File: src/rtl/mcfu_pkg.sv
package mcfu_pkg;

    typedef enum logic {
        SL_IDLE = 1'b0,
        SL_BUSY = 1'b1
    } slot_state_e;

    typedef enum logic {
        GT_OPEN = 1'b0,
        GT_HOLD = 1'b1
    } gate_state_e;

endpackage

File: src/rtl/mcfu_slot.sv
module mcfu_slot
    import mcfu_pkg::*;
#(
    parameter int II    = 2,
    parameter int TAG_W = 5,
    parameter int PAY_W = 32
) (
    input  logic             clk,
    input  logic             rst,
    input  logic             load_i,
    input  logic [TAG_W-1:0] tag_i,
    input  logic [PAY_W-1:0] pay_i,
    output logic             last_o,
    output logic [TAG_W-1:0] tag_o,
    output logic [PAY_W-1:0] pay_o
);
    localparam int CW = (II > 1) ? $clog2(II) : 1;
    localparam logic [CW-1:0] CNT_LAST = CW'(II - 1);

    slot_state_e      state_q, state_d;
    logic [CW-1:0]    cnt_q, cnt_d;
    logic             take;
    logic [TAG_W-1:0] tag_q;
    logic [PAY_W-1:0] pay_q;

    always_comb begin
        state_d = state_q;
        cnt_d   = cnt_q;
        take    = 1'b0;
        unique case (state_q)
            SL_IDLE: begin
                if (load_i) begin
                    state_d = SL_BUSY;
                    cnt_d   = '0;
                    take    = 1'b1;
                end
            end
            SL_BUSY: begin
                if (cnt_q == CNT_LAST) begin
                    if (load_i) begin
                        cnt_d = '0;
                        take  = 1'b1;
                    end else begin
                        state_d = SL_IDLE;
                    end
                end else begin
                    cnt_d = cnt_q + 1'b1;
                end
            end
        endcase
    end

    always_ff @(posedge clk) begin
        if (rst) begin
            state_q <= SL_IDLE;
            cnt_q   <= '0;
            tag_q   <= '0;
            pay_q   <= '0;
        end else begin
            state_q <= state_d;
            cnt_q   <= cnt_d;
            if (take) begin
                tag_q <= tag_i;
                pay_q <= pay_i;
            end
        end
    end

    always_comb begin
        last_o = (state_q == SL_BUSY) && (cnt_q == CNT_LAST);
        tag_o  = tag_q;
        pay_o  = pay_q;
    end

endmodule

File: src/rtl/mcfu_issue_gate.sv
module mcfu_issue_gate
    import mcfu_pkg::*;
#(
    parameter int II = 2
) (
    input  logic clk,
    input  logic rst,
    input  logic issue_i,
    output logic accept_o,
    output logic rdy_nxt_o
);
    localparam int CW = (II > 1) ? $clog2(II) : 1;
    localparam logic [CW-1:0] REM_FULL = CW'(II - 1);
    localparam logic [CW-1:0] REM_ONE  = CW'(1);

    gate_state_e   state_q, state_d;
    logic [CW-1:0] rem_q, rem_d;
    logic          grant_q;
    logic          accept;

    assign accept = issue_i && grant_q && !rst;

    always_comb begin
        state_d = state_q;
        rem_d   = rem_q;
        unique case (state_q)
            GT_OPEN: begin
                if (accept) begin
                    state_d = GT_HOLD;
                    rem_d   = REM_FULL;
                end
            end
            GT_HOLD: begin
                if (accept) begin
                    rem_d = REM_FULL;
                end else if (rem_q == '0) begin
                    state_d = GT_OPEN;
                end else begin
                    rem_d = rem_q - 1'b1;
                end
            end
        endcase
    end

    always_ff @(posedge clk) begin
        if (rst) begin
            state_q <= GT_OPEN;
            rem_q   <= '0;
            grant_q <= 1'b1;
        end else begin
            state_q <= state_d;
            rem_q   <= rem_d;
            grant_q <= rdy_nxt_o;
        end
    end

    always_comb begin
        accept_o  = accept;
        rdy_nxt_o = !accept && ((state_q == GT_OPEN) || (rem_q <= REM_ONE));
    end

endmodule

File: src/rtl/mcfu_occupancy.sv
module mcfu_occupancy
    import mcfu_pkg::*;
#(
    parameter int LATENCY = 6,
    parameter int II      = 2,
    parameter int TAG_W   = 5,
    parameter int PAY_W   = 32
) (
    input  logic             clk,
    input  logic             rst,
    input  logic             issue_i,
    input  logic [TAG_W-1:0] issue_tag_i,
    input  logic [PAY_W-1:0] issue_pay_i,
    output logic             rdy_nxt_o,
    output logic             done_o,
    output logic [TAG_W-1:0] done_tag_o,
    output logic [PAY_W-1:0] done_pay_o
);
    localparam int NSTG = (II > 0) ? (LATENCY / II) : 1;

    generate
        if (II < 2 || (LATENCY % II) != 0) begin : g_bad_cfg
            $error("mcfu_occupancy: II must be >= 2 and divide LATENCY");
        end
    endgenerate

    logic             accept;
    logic [NSTG:0]    load;
    logic [NSTG-1:0]  last;
    logic [TAG_W-1:0] tag_v [NSTG+1];
    logic [PAY_W-1:0] pay_v [NSTG+1];

    mcfu_issue_gate #(.II(II)) u_gate (
        .clk       (clk),
        .rst       (rst),
        .issue_i   (issue_i),
        .accept_o  (accept),
        .rdy_nxt_o (rdy_nxt_o)
    );

    assign load[0]  = accept;
    assign tag_v[0] = issue_tag_i;
    assign pay_v[0] = issue_pay_i;

    genvar s;
    generate
        for (s = 0; s < NSTG; s++) begin : g_stage
            mcfu_slot #(.II(II), .TAG_W(TAG_W), .PAY_W(PAY_W)) u_slot (
                .clk    (clk),
                .rst    (rst),
                .load_i (load[s]),
                .tag_i  (tag_v[s]),
                .pay_i  (pay_v[s]),
                .last_o (last[s]),
                .tag_o  (tag_v[s+1]),
                .pay_o  (pay_v[s+1])
            );
            assign load[s+1] = last[s];
        end
    endgenerate

    logic             done_q;
    logic [TAG_W-1:0] dtag_q;
    logic [PAY_W-1:0] dpay_q;

    always_ff @(posedge clk) begin
        if (rst) begin
            done_q <= 1'b0;
            dtag_q <= '0;
            dpay_q <= '0;
        end else begin
            done_q <= load[NSTG];
            if (load[NSTG]) begin
                dtag_q <= tag_v[NSTG];
                dpay_q <= pay_v[NSTG];
            end
        end
    end

    always_comb begin
        done_o     = done_q;
        done_tag_o = dtag_q;
        done_pay_o = dpay_q;
    end

endmodule

File: config.mk
export PLATFORM = sky130hd
export DESIGN_NAME = mcfu_occupancy
export DESIGN_NICKNAME = d
export VERILOG_FILES = /design/src/rtl/mcfu_pkg.sv /design/src/rtl/mcfu_slot.sv /design/src/rtl/mcfu_issue_gate.sv /design/src/rtl/mcfu_occupancy.sv
export SDC_FILE = /design/constraint.sdc
export NUM_CORES = 1
export LEC_CHECK = 0
export ABC_AREA = 1
export BUFFER_PORTS_ARGS = -buffer_cell sky130_fd_sc_hd__buf_2
export CAP_MARGIN = 30
export CORE_AREA = 2 2 156 112
export CTS_CLUSTER_DIAMETER = 40
export DETAILED_ROUTE_END_ITERATION = 8
export DIE_AREA = 0 0 158 114
export GPL_TIMING_DRIVEN = 1
export SLEW_MARGIN = 10
export SYNTH_ARGS = -nofsm -noshare
export SYNTH_HDL_FRONTEND = slang
export SYNTH_SLANG_ARGS = --single-unit
File: constraint.sdc
create_clock -name clk -period 2.7 [get_ports clk]
set_input_delay 0.405 -clock clk [delete_from_list [all_inputs] [get_ports clk]]
set_output_delay 0.405 -clock clk [all_outputs]
set_load 0.02 [all_outputs]
==> flow_summary.json, run 1 <==
{
  "final_util_pct": 43.5,
  "num_rows": 40,
  "synthTopCellsByArea": "dfxtp_1 (51%), nor2_1 (18%), nand3b_1 (9.0%)",
  "hold_path_startpoint": "issue_i",
  "skew_ns": 0.00827,
  "grt_util_all_layers_pct": 15.6,
  "r2r_end": "g_stage[2].u_slot.pay_o[29]$_SDFFE_PP0P_",
  "clockBufferDepth": 2,
  "cts_hold_buf": 0,
  "cts_made_buffers": 17,
  "synth_area_um2": 6150,
  "slew_headroom_pct": 56.9,
  "cts_tree": "done",
  "synth_cell_type_count": 18,
  "coreArea_um2": 16700,
  "rsz0062_at_grt": "no",
  "fin_crit_sh_pct": 61.6,
  "crit_cells": 4,
  "grt_pass1_wl_mm": 22.3,
  "arrival_ns": 1.26,
  "cpMostUsedCell": "buf_2",
  "first_global_vias": 4391,
  "timing.fmax_mhz": 601,
  "slew_violations": 0,
  "required_ns": 2.30,
  "cp_top_family": "buffers and inverters",
  "first_pass_iters": 8,
  "multiInputGateArea_um2": 2570,
  "critical_path.max_fanout": 23,
  "critical_path_class": "in2out",
  "diodes": 0,
  "start_kind": "input pin",
  "h-tree-depth": 4,
  "die_w_um": 158,
  "finalCriticalPeriod_ns": 1.66,
  "status": "finished, final reports clean",
  "start_util_pct": 36.8,
  "cp_num_buf_inv": 3,
  "critical_path.cell_chain": "buf_2, clkinv_2, nand3_2, buf_2",
  "synth-seq-area-share_pct": 50.8,
  "r2r-start": "g_stage[1].u_slot.state_q$_SDFF_PP0_",
  "cts_resized": 0,
  "ant_nets": 0,
  "synthCells": 836,
  "hold_violations": 0,
  "setup_viol": 0,
  "p_leak_nw": 3.20,
  "ir_drop_mv": 0.430,
  "ios": 79,
  "clockRootBuffer": "clkbuf_16",
  "tightest_slew_ns": 0.646,
  "synth.avg_cell_area_um2": 7.36,
  "crit_path_end_kind": "output pin",
  "synthToLayoutAreaGrowth_pct": 18.1,
  "rr_worst_depth": 5,
  "cap_violations": 0,
  "via_per_inst": 4.27,
  "hold_ws_ns": 0.223,
  "drive_gt1_share_pct": 14.5,
  "synth_top_area_share_pct": 50.8,
  "holdPathStages": 2,
  "clk_pin_slew_ns": 0.06,
  "fill_cells": 1823,
  "drt-total-wl_mm": 13.2,
  "grt_antenna_before_repair": 0,
  "seq_area_um2": 3120,
  "slowest_delay_ns": 0.30,
  "gp_congestion": 0.745,
  "overflow": 0,
  "reg2reg_slack_ns": 1.29,
  "drtIter0Drc": 295,
  "die_h_um": 114,
  "clock_sinks": 156,
  "dp_hpwl_mm": 8.88,
  "final_cell_area_um2": 7270,
  "setup_tns_ns": 0,
  "post_cts_buffers": 0,
  "synth_top_cell_by_area": "dfxtp_1",
  "drcViolationCount": 0,
  "dpl_cell_area_um2": 6650,
  "dieArea_um2": 18000,
  "slowest_stage": "clkinv_2",
  "total_power_w": 0.00522,
  "ys_ff_latch": 156,
  "yosys_warnings": 0,
  "post_drt_wl_per_cell_um": 11.7,
  "io_buffers": 78,
  "vias": 4833,
  "whs_endpoint": "u_gate.grant_q$_SDFF_PP1_",
  "hold_class": "in2reg",
  "synth_fp_nets": 876,
  "grt_max_degree": 74,
  "clock_latency_ns": 0.41,
  "power_density_nw_per_um2": 719,
  "nets": 929
}
## cell families (layout without fill, tap and decap cells)
logic type	after synthesis	after routing	synth area share [%]
simple gates	534	534	38.0
flops	156	156	50.8
buf+inv	101	167	7.54
compound gates	45	45	3.66
## how the worst max path moves through the flow
stage	from	end	slack (ns)
CTS	rst	rdy_nxt_o	1.03
detailed placement	rst	rdy_nxt_o	1.04
floorplan	rst	g_stage[0].u_slot.pay_o[16]$_SDFFE_PP0P_	1.47
global route	rst	rdy_nxt_o	0.94
finish	rst	rdy_nxt_o	1.04
global placement	rst	rdy_nxt_o	1.09
## flip-flops by register name, summed over array words and instances, names as in the netlist
signal	count
g_stage.u_slot.pay_o	96
done_tag_o	5
done_o	1
g_stage.u_slot.tag_o	15
u_gate.grant_q	1
g_stage.u_slot.state_q	3
done_pay_o	32
g_stage.u_slot.cnt_q	3
## cells in the final DEF, fill, tap and decap left out, types with 4 or more instances in the layout
master,netlist,routed
buf_2,31,78
buf_4,6,11
clkbuf_16,0,17
clkinv_2,0,4
clkinv_4,0,5
dfxtp_1,156,156
inv_1,41,41
nand2_1,118,118
nand3_1,38,38
nand3b_1,74,74
nor2_1,301,301
o21ai_0,38,38
## final cells by class
type	instances	area share, %
Inverter	45	2.34
Multi-Input combinational cell	579	35.4
Clock inverter	13	2.27
Tap cell	231	3.98
Clock buffer	19	6.23
Sequential cell	156	43.0
Timing Repair Buffer	90	6.78
## power breakdown
part | leakage [nW] | internal, W | total [W] | switching, W
Sequential | 1.26 | 0.00238 | 0.00242 | 0.0000435
Clock | 0.303 | 0.00151 | 0.00243 | 0.000926
Combinational | 1.63 | 0.000144 | 0.000364 | 0.000219
## worst register-to-register path, stage by stage (launching register included)
cell and delay (ns):
dfxtp_1 0.38, nand2_1 0.14, inv_2 0.46, nand3b_1 0.19
nand2_1 0.12, nor2_1 0.04
## cell usage after synthesis
cell / n
a21oi_1: 4
buf_1: 1
buf_2: 31
buf_4: 6
buf_6: 3
clkbuf_1: 14
clkbuf_2: 1
dfxtp_1: 156
inv_1: 41
inv_2: 4
nand2_1: 118
nand3_1: 38
nand3_2: 1
nand3b_1: 74
nor2_1: 301
nor2_2: 2
o21ai_0: 38
o21ai_1: 3
## per-stage QoR
stage / setup slack (ns) / std cells
2_1_floorplan: 1.47 / 836
3_3_place_gp: 1.09 / 1101
3_5_place_dp: 1.04 / 1101
4_1_cts: 1.03 / 1133
5_1_grt: 0.936 / 1133
6_report: 1.04 / 1133
## routing by layer
metal	vias up	wire length, um	track usage, %
met5	-	0	0
met4	0	87	4.14
met3	7	825	3.84
met2	116	4400	18.7
met1	2006	7890	26.2
li1	2704	-	-
Power figures use the tool's default switching activity.
==> run 2, diff against run 1 <==
--- a/config.mk
+++ b/config.mk
@@ -5,13 +5,13 @@
 export SDC_FILE = /design/constraint.sdc
 export NUM_CORES = 1
 export LEC_CHECK = 0
-export ABC_AREA = 1
+export ABC_AREA = 0
 export BUFFER_PORTS_ARGS = -buffer_cell sky130_fd_sc_hd__buf_2
 export CAP_MARGIN = 30
-export CORE_AREA = 2 2 156 112
+export CORE_AREA = 2 2 150 108
 export CTS_CLUSTER_DIAMETER = 40
 export DETAILED_ROUTE_END_ITERATION = 8
-export DIE_AREA = 0 0 158 114
+export DIE_AREA = 0 0 152 110
 export GPL_TIMING_DRIVEN = 1
 export SLEW_MARGIN = 10
 export SYNTH_ARGS = -nofsm -noshare
==> constraint.sdc (replaced) <==
create_clock -name clk -period 1.6 [get_ports clk]
set_input_delay 0.24 -clock clk [delete_from_list [all_inputs] [get_ports clk]]
set_output_delay 0.24 -clock clk [all_outputs]
set_load 0.02 [all_outputs]
==> run 2 against run 1 <==
  * Clock skew is 0.0052 ns higher
  * Count of clock-buffer cells in the layout fell by 1
  * Critical endpoint unchanged
  * Final cell count down 16%
  * Worst hold slack got worse by 0.16 ns
  * Combinational power is 3% higher
  * Die area fell by 7.2%
  * Synthesized cell count shrank 16%
==> flow_summary.json, run 2 <==
{
  "drtIter0Drc": 389,
  "critical_path.cell_chain": "and3b_2, inv_16, buf_6",
  "ios": 79,
  "synth-edff-count": 0,
  "fill_cells": 1484,
  "skew_ns": 0.0135,
  "synth-seq-area-share_pct": 54.4,
  "grt_max_degree": 156,
  "crit_path_end_kind": "output pin",
  "synth-main-ff-cell": "dfxtp_1",
  "first_global_vias": 4526,
  "slowest_stage": "dfxtp_2",
  "timing.fmax_mhz": 656,
  "place_inst": 922,
  "synth.avg_cell_area_um2": 8.21,
  "clockBufferDepth": 2,
  "num_rows": 38,
  "slew_headroom_pct": 53.1,
  "p_leak_nw": 2.38,
  "synth_most_common_cell": "dfxtp_1",
  "critical_path.max_fanout": 20,
  "synthTopCellsByCount": "dfxtp_1 (156), a21oi_1 (152), nand3_1 (111)",
  "drive_gt1_share_pct": 18.0,
  "synthArstFlopShare_pct": 0,
  "via_per_inst": 5.26,
  "grt_pass1_wl_mm": 23.7,
  "synth_top_area_share_pct": 54.4,
  "setup_viol": 0,
  "final_common_cell": "dfxtp_1",
  "drcViolationCount": 0,
  "cp_top_family": "flip-flops",
  "finalCriticalPeriod_ns": 1.52,
  "clk_pin_slew_ns": 0.07,
  "synthTopCellsByArea": "dfxtp_1 (54%), a21oi_1 (13%), nand3_1 (9.7%)",
  "arrival_ns": 1.28,
  "critical_path_class": "reg2out",
  "ir_drop_mv": 0.564,
  "dp_hpwl_mm": 9.25,
  "synth_area_um2": 5740,
  "die_w_um": 152,
  "h-tree-depth": 4,
  "clock_sinks": 156,
  "hold_violations": 0,
  "fin_crit_sh_pct": 95.2,
  "seq_area_um2": 3120,
  "synth_cell_type_count": 20,
  "synthToLayoutAreaGrowth_pct": 19.4,
  "coreArea_um2": 15300,
  "clock_latency_ns": 0.43,
  "ys_ff_latch": 156,
  "dieArea_um2": 16700,
  "synthCells": 699,
  "final_cell_mix": "dfxtp_1 (155), a21oi_1 (152), nand3_1 (111)",
  "vias": 5029,
  "largest_reg_flops": 96,
  "start_util_pct": 37.6,
  "post_drt_wl_per_cell_um": 15.1,
  "stdcell_count": 956,
  "final_cell_area_um2": 6850,
  "yosys_warnings": 0,
  "grt_util_all_layers_pct": 17.8,
  "status": "finished, final reports clean",
  "start_kind": "flip-flop",
  "gp_congestion": 0.788,
  "power_density_nw_per_um2": 1180,
  "rsz0062_at_grt": "no",
  "first_pass_iters": 6,
  "ant_nets": 0,
  "grt_antenna_before_repair": 0,
  "drt-total-wl_mm": 14.4,
  "io_buffers": 78,
  "slowest_delay_ns": 0.33,
  "multiInputGateArea_um2": 2270,
  "dpl_cell_area_um2": 6250,
  "die_h_um": 110,
  "cts_made_buffers": 17,
  "synth_fp_nets": 739,
  "synth_top_cell_by_area": "dfxtp_1",
  "cts_tree": "done",
  "hold_class": "in2reg",
  "tightest_slew_ns": 0.703,
  "diodes": 0,
  "overflow": 0,
  "setup_tns_ns": 0,
  "cp_num_buf_inv": 2,
  "slew_violations": 0,
  "clockRootBuffer": "clkbuf_16",
  "required_ns": 1.36,
  "cap_violations": 0,
  "nets": 783
}
## run 2: cell types whose count changed in the layout (fill, tap and decap cells not counted), sizes merged, moves of 7 or more
cell,delta
a21oi,+148
buf,+7
inv,-38
nand2,-40
nand3,+72
nand3b,-74
nor2,-299
o21ai,+70
## run 2: kinds of logic (layout without fill, tap and decap cells)
kind of cell	after synthesis	count (layout)	synth area share, %
AOI/OAI and AO/OA	265	265	23.2
buffers and inverters	75	132	6.25
DFF	156	156	54.4
and+or+nand+nor	203	203	16.2
## run 2: area by class of cell
type / instances / area share [%]
multi-input combinational: 468 / 33.1
tap: 200 / 3.65
clock inverter: 14 / 1.66
timing repair buffer: 97 / 9.11
clock buffer: 18 / 6.41
sequential: 156 / 45.6
inverter: 2 / 0.347
timing repair inverter: 1 / 0.128
## run 2: per-layer routing
metal	GRT usage, %	wire length, um
met5	0	0
met4	7.08	206
met3	4.22	1010
met2	24.4	5700
met1	26.7	7540
## run 2: final timing paths
kind	slack, ns	endpoint	cells after the start	start
worst min register to register	0.45	done_pay_o[2]$_SDFFE_PP0P_	2	done_pay_o[2]$_SDFFE_PP0P_
worst max-delay path	0.08	rdy_nxt_o	3	u_gate.grant_q$_SDFF_PP1_
worst max register to register	0.10	g_stage[0].u_slot.pay_o[30]$_SDFFE_PP0P_	5	u_gate.grant_q$_SDFF_PP1_
worst min-delay path	0.06	g_stage[0].u_slot.pay_o[14]$_SDFFE_PP0P_	3	issue_pay_i[14]
## run 2: repair_timing
item                       in CTS  in global routing
gates cloned                    1                  0
pin swaps                       1                  1
hold buffers                    0                  0
buffers inserted                1                  0
gates resized for setup         6                  5
setup endpoints to repair       1                  2
## run 2: power by group
part           leakage [nW]  internal, W  switching (W)
clock                 0.260      0.00205        0.00168
combinational         0.864     0.000124       0.000251
sequential             1.26      0.00394      0.0000331
## run 2: worst reg2reg max path, stage by stage (launching register included)
cell and delay, ns:
dfxtp_2 0.33, and3b_2 0.31, buf_4 0.20, buf_8 0.24, nand3_1 0.19, a21oi_1 0.16
## run 2: through the flow
stage	hold WS, ns	power (W)	worst slack [ns]	util [%]
after floorplan	0.383	0.00428	0.434	-
after global placement	0.442	0.00439	0.134	41.0
after detailed placement	0.444	0.00441	0.116	41.0
after CTS	0.0490	0.00813	0.0159	44.9
after global routing	0.0734	0.00835	0.0228	44.9
final	0.0598	0.00808	0.0765	44.9
==> run 3, diff against run 2 <==
--- a/config.mk
+++ b/config.mk
@@ -8,12 +8,13 @@
 export ABC_AREA = 0
 export BUFFER_PORTS_ARGS = -buffer_cell sky130_fd_sc_hd__buf_2
 export CAP_MARGIN = 30
-export CORE_AREA = 2 2 150 108
+export CORE_AREA = 2 2 158 114
 export CTS_CLUSTER_DIAMETER = 40
 export DETAILED_ROUTE_END_ITERATION = 8
-export DIE_AREA = 0 0 152 110
+export DIE_AREA = 0 0 160 116
 export GPL_TIMING_DRIVEN = 1
 export SLEW_MARGIN = 10
 export SYNTH_ARGS = -nofsm -noshare
 export SYNTH_HDL_FRONTEND = slang
+export SYNTH_HIERARCHICAL = 1
 export SYNTH_SLANG_ARGS = --single-unit
==> run 3 against run 2 <==
  * Global-route usage down 2.0 points
  * Critical path depth up 1
  * Largest cell class unchanged
  * Wire length down 1.9%
  * Clock power up 3%
  * Via count down 5.3%
  * Flip-flop and latch count unchanged
  * Critical path type is now reg2reg
  * Final area up 9.3%
  * Register-to-register slack better by 0.15 ns
  * Worst hold slack worse by 0.0093 ns
  * Power up 1.0%
  * Count of clock-buffer cells in the layout up 4
==> flow_summary.json, run 3 <==
{
  "synth-edff-count": 0,
  "hold_path_startpoint": "issue_i",
  "dp_hpwl_mm": 9.52,
  "cts_made_buffers": 17,
  "via_per_inst": 5.06,
  "first_pass_iters": 5,
  "synth_fp_nets": 693,
  "setup_tns_ns": 0,
  "reg2reg_slack_ns": 0.25,
  "timing.fmax_mhz": 743,
  "synth.avg_cell_area_um2": 9.77,
  "cap_violations": 0,
  "synth_cell_type_count": 20,
  "synth_top_area_share_pct": 48.9,
  "clock_latency_ns": 0.41,
  "die_h_um": 116,
  "required_ns": 1.93,
  "clock_sinks": 156,
  "skew_ns": 0.00847,
  "yosys_warnings": 6,
  "ant_nets": 0,
  "synthCells": 653,
  "io_buffers": 78,
  "diodes": 0,
  "cp-startpoint": "g_stage[0].u_slot/cnt_q$_SDFFE_PP0P_",
  "post_drt_wl_per_cell_um": 15.1,
  "drtIter0Drc": 321,
  "status": "finished, final reports clean",
  "vias": 4760,
  "ios": 79,
  "start_kind": "flip-flop",
  "seq_area_um2": 3120,
  "die_w_um": 160,
  "hold_ws_ns": 0.0505,
  "drt-total-wl_mm": 14.2,
  "synthTopCellsByCount": "dfxtp_1 (156), a21oi_1 (117), nand3_1 (111)",
  "slew_violations": 0,
  "arrival_ns": 1.68,
  "drive_gt1_share_pct": 33.6,
  "num_rows": 40,
  "p_leak_nw": 2.80,
  "rsz0062_at_grt": "no",
  "hold_class": "in2reg",
  "cts_hold_buf": 0,
  "post_cts_buffers": 0,
  "nets": 736,
  "synthArstFlopShare_pct": 0,
  "finalCriticalPeriod_ns": 1.35,
  "overflow": 0,
  "final_common_cell": "dfxtp_1",
  "drcViolationCount": 0,
  "clockRootBuffer": "clkbuf_16",
  "gp_congestion": 0.735,
  "synth_top_cell_by_area": "dfxtp_1",
  "clockBufferDepth": 2,
  "slowest_stage": "nand2b_4",
  "coreArea_um2": 16900,
  "synth_most_common_cell": "dfxtp_1",
  "slowest_delay_ns": 0.33,
  "hold_violations": 0,
  "critical_path.cell_chain": "nand2b_4, buf_12, a21bo_2, a21oi_1",
  "tightest_slew_ns": 0.526,
  "cts_tree": "done",
  "ys_ff_latch": 156,
  "synthToLayoutAreaGrowth_pct": 17.3,
  "largest_reg_flops": 96,
  "synthTopCellsByArea": "dfxtp_1 (49%), a21bo_2 (17%), a21oi_1 (9.2%)",
  "fill_cells": 1638,
  "fin_crit_sh_pct": 84.1,
  "critical_path.max_fanout": 40,
  "synth-main-ff-cell": "dfxtp_1",
  "slew_headroom_pct": 64.9,
  "synth_area_um2": 6380,
  "power_density_nw_per_um2": 1090,
  "r2r-start": "g_stage[0].u_slot/cnt_q$_SDFFE_PP0P_",
  "critical_path_class": "reg2reg",
  "synth-seq-area-share_pct": 48.9,
  "final_cell_mix": "dfxtp_1 (156), a21oi_1 (117), nand3_1 (111)",
  "crit_path_end_kind": "flip-flop",
  "grt_antenna_before_repair": 0,
  "grt_max_degree": 105,
  "grt_pass1_wl_mm": 23.3,
  "cts_resized": 0,
  "clk_pin_slew_ns": 0.06,
  "first_global_vias": 4331,
  "start_util_pct": 37.7,
  "ir_drop_mv": 0.630,
  "setup_viol": 0,
  "dieArea_um2": 18600,
  "multiInputGateArea_um2": 2870,
  "grt_util_all_layers_pct": 15.8,
  "h-tree-depth": 4
}
## run 3: changes by cell type after synthesis, sizes merged, moves of 13 or more
| cell | change |
|---|---|
| a21bo | +111 |
| a21oi | -35 |
| buf | +13 |
| clkbuf | -18 |
| mux2i | +37 |
| nand2 | -75 |
| nor2 | +33 |
| o21ai | -111 |
## run 3: final cells by class
| class | instances | area share, % |
|---|---|---|
| flip-flops and latches | 156 | 41.7 |
| multi-input cells | 426 | 38.3 |
| repair buffers | 92 | 8.32 |
| clock buffers | 22 | 6.47 |
| well taps | 231 | 3.86 |
| clock inverters | 10 | 1.19 |
| inverters | 3 | 0.150 |
## run 3: stage by stage
stage / power (W) / setup WS (ns) / instance area [um2] / std cells / util [%]
after global routing: 0.00849 / 0.0969 / 7490 / 940 / 44.3
after global placement: 0.00439 / 0.333 / 6910 / 908 / 40.9
after detailed placement: 0.00440 / 0.266 / 6910 / 908 / 40.9
after floorplan: 0.00429 / 0.429 / 6380 / 653 / -
after CTS: 0.00824 / 0.252 / 7490 / 940 / 44.3
final: 0.00816 / 0.254 / 7490 / 940 / 44.3
## run 3: final timing paths
path                            cells past startpoint                                        to
worst max register to register                      4  g_stage[0].u_slot/pay_o[25]$_SDFFE_PP0P_
worst min-delay path                                2                 u_gate/grant_q$_SDFF_PP1_
worst max-delay path                                4  g_stage[0].u_slot/pay_o[25]$_SDFFE_PP0P_
worst min register to register                      1                 u_gate/grant_q$_SDFF_PP1_
## run 3: power breakdown
part / total, W / switching, W / internal, W / leakage [nW]
clock network: 0.00384 / 0.00154 / 0.00230 / 0.274
registers: 0.00397 / 0.0000364 / 0.00394 / 1.26
logic: 0.000350 / 0.000205 / 0.000145 / 1.26
## run 3: worst max-delay path: cells and delay by family (launching register included)
kind | cells | cell delay, ns
DFF | 1 | 0.32
and+or+nand+nor | 1 | 0.33
buffers and inverters | 1 | 0.26
AOI/OAI and AO/OA | 2 | 0.35
## run 3: routing by layer
metal / global-route usage (%) / vias to the layer above / part of all wire, %
met5: 0 / - / 0
met4: 2.88 / 0 / 0.23
met3: 5.37 / 2 / 6.7
met2: 18.4 / 148 / 35
met1: 26.5 / 2226 / 58
li1: - / 2384 / -
## run 3: kinds of logic after synthesis
| group | Yosys count | share of synthesized area (%) |
|---|---|---|
| and+or+nand+nor | 161 | 12.5 |
| AOI/OAI and AO/OA | 228 | 26.6 |
| muxes | 37 | 5.80 |
| buffers and inverters | 71 | 6.21 |
| DFF | 156 | 48.9 |
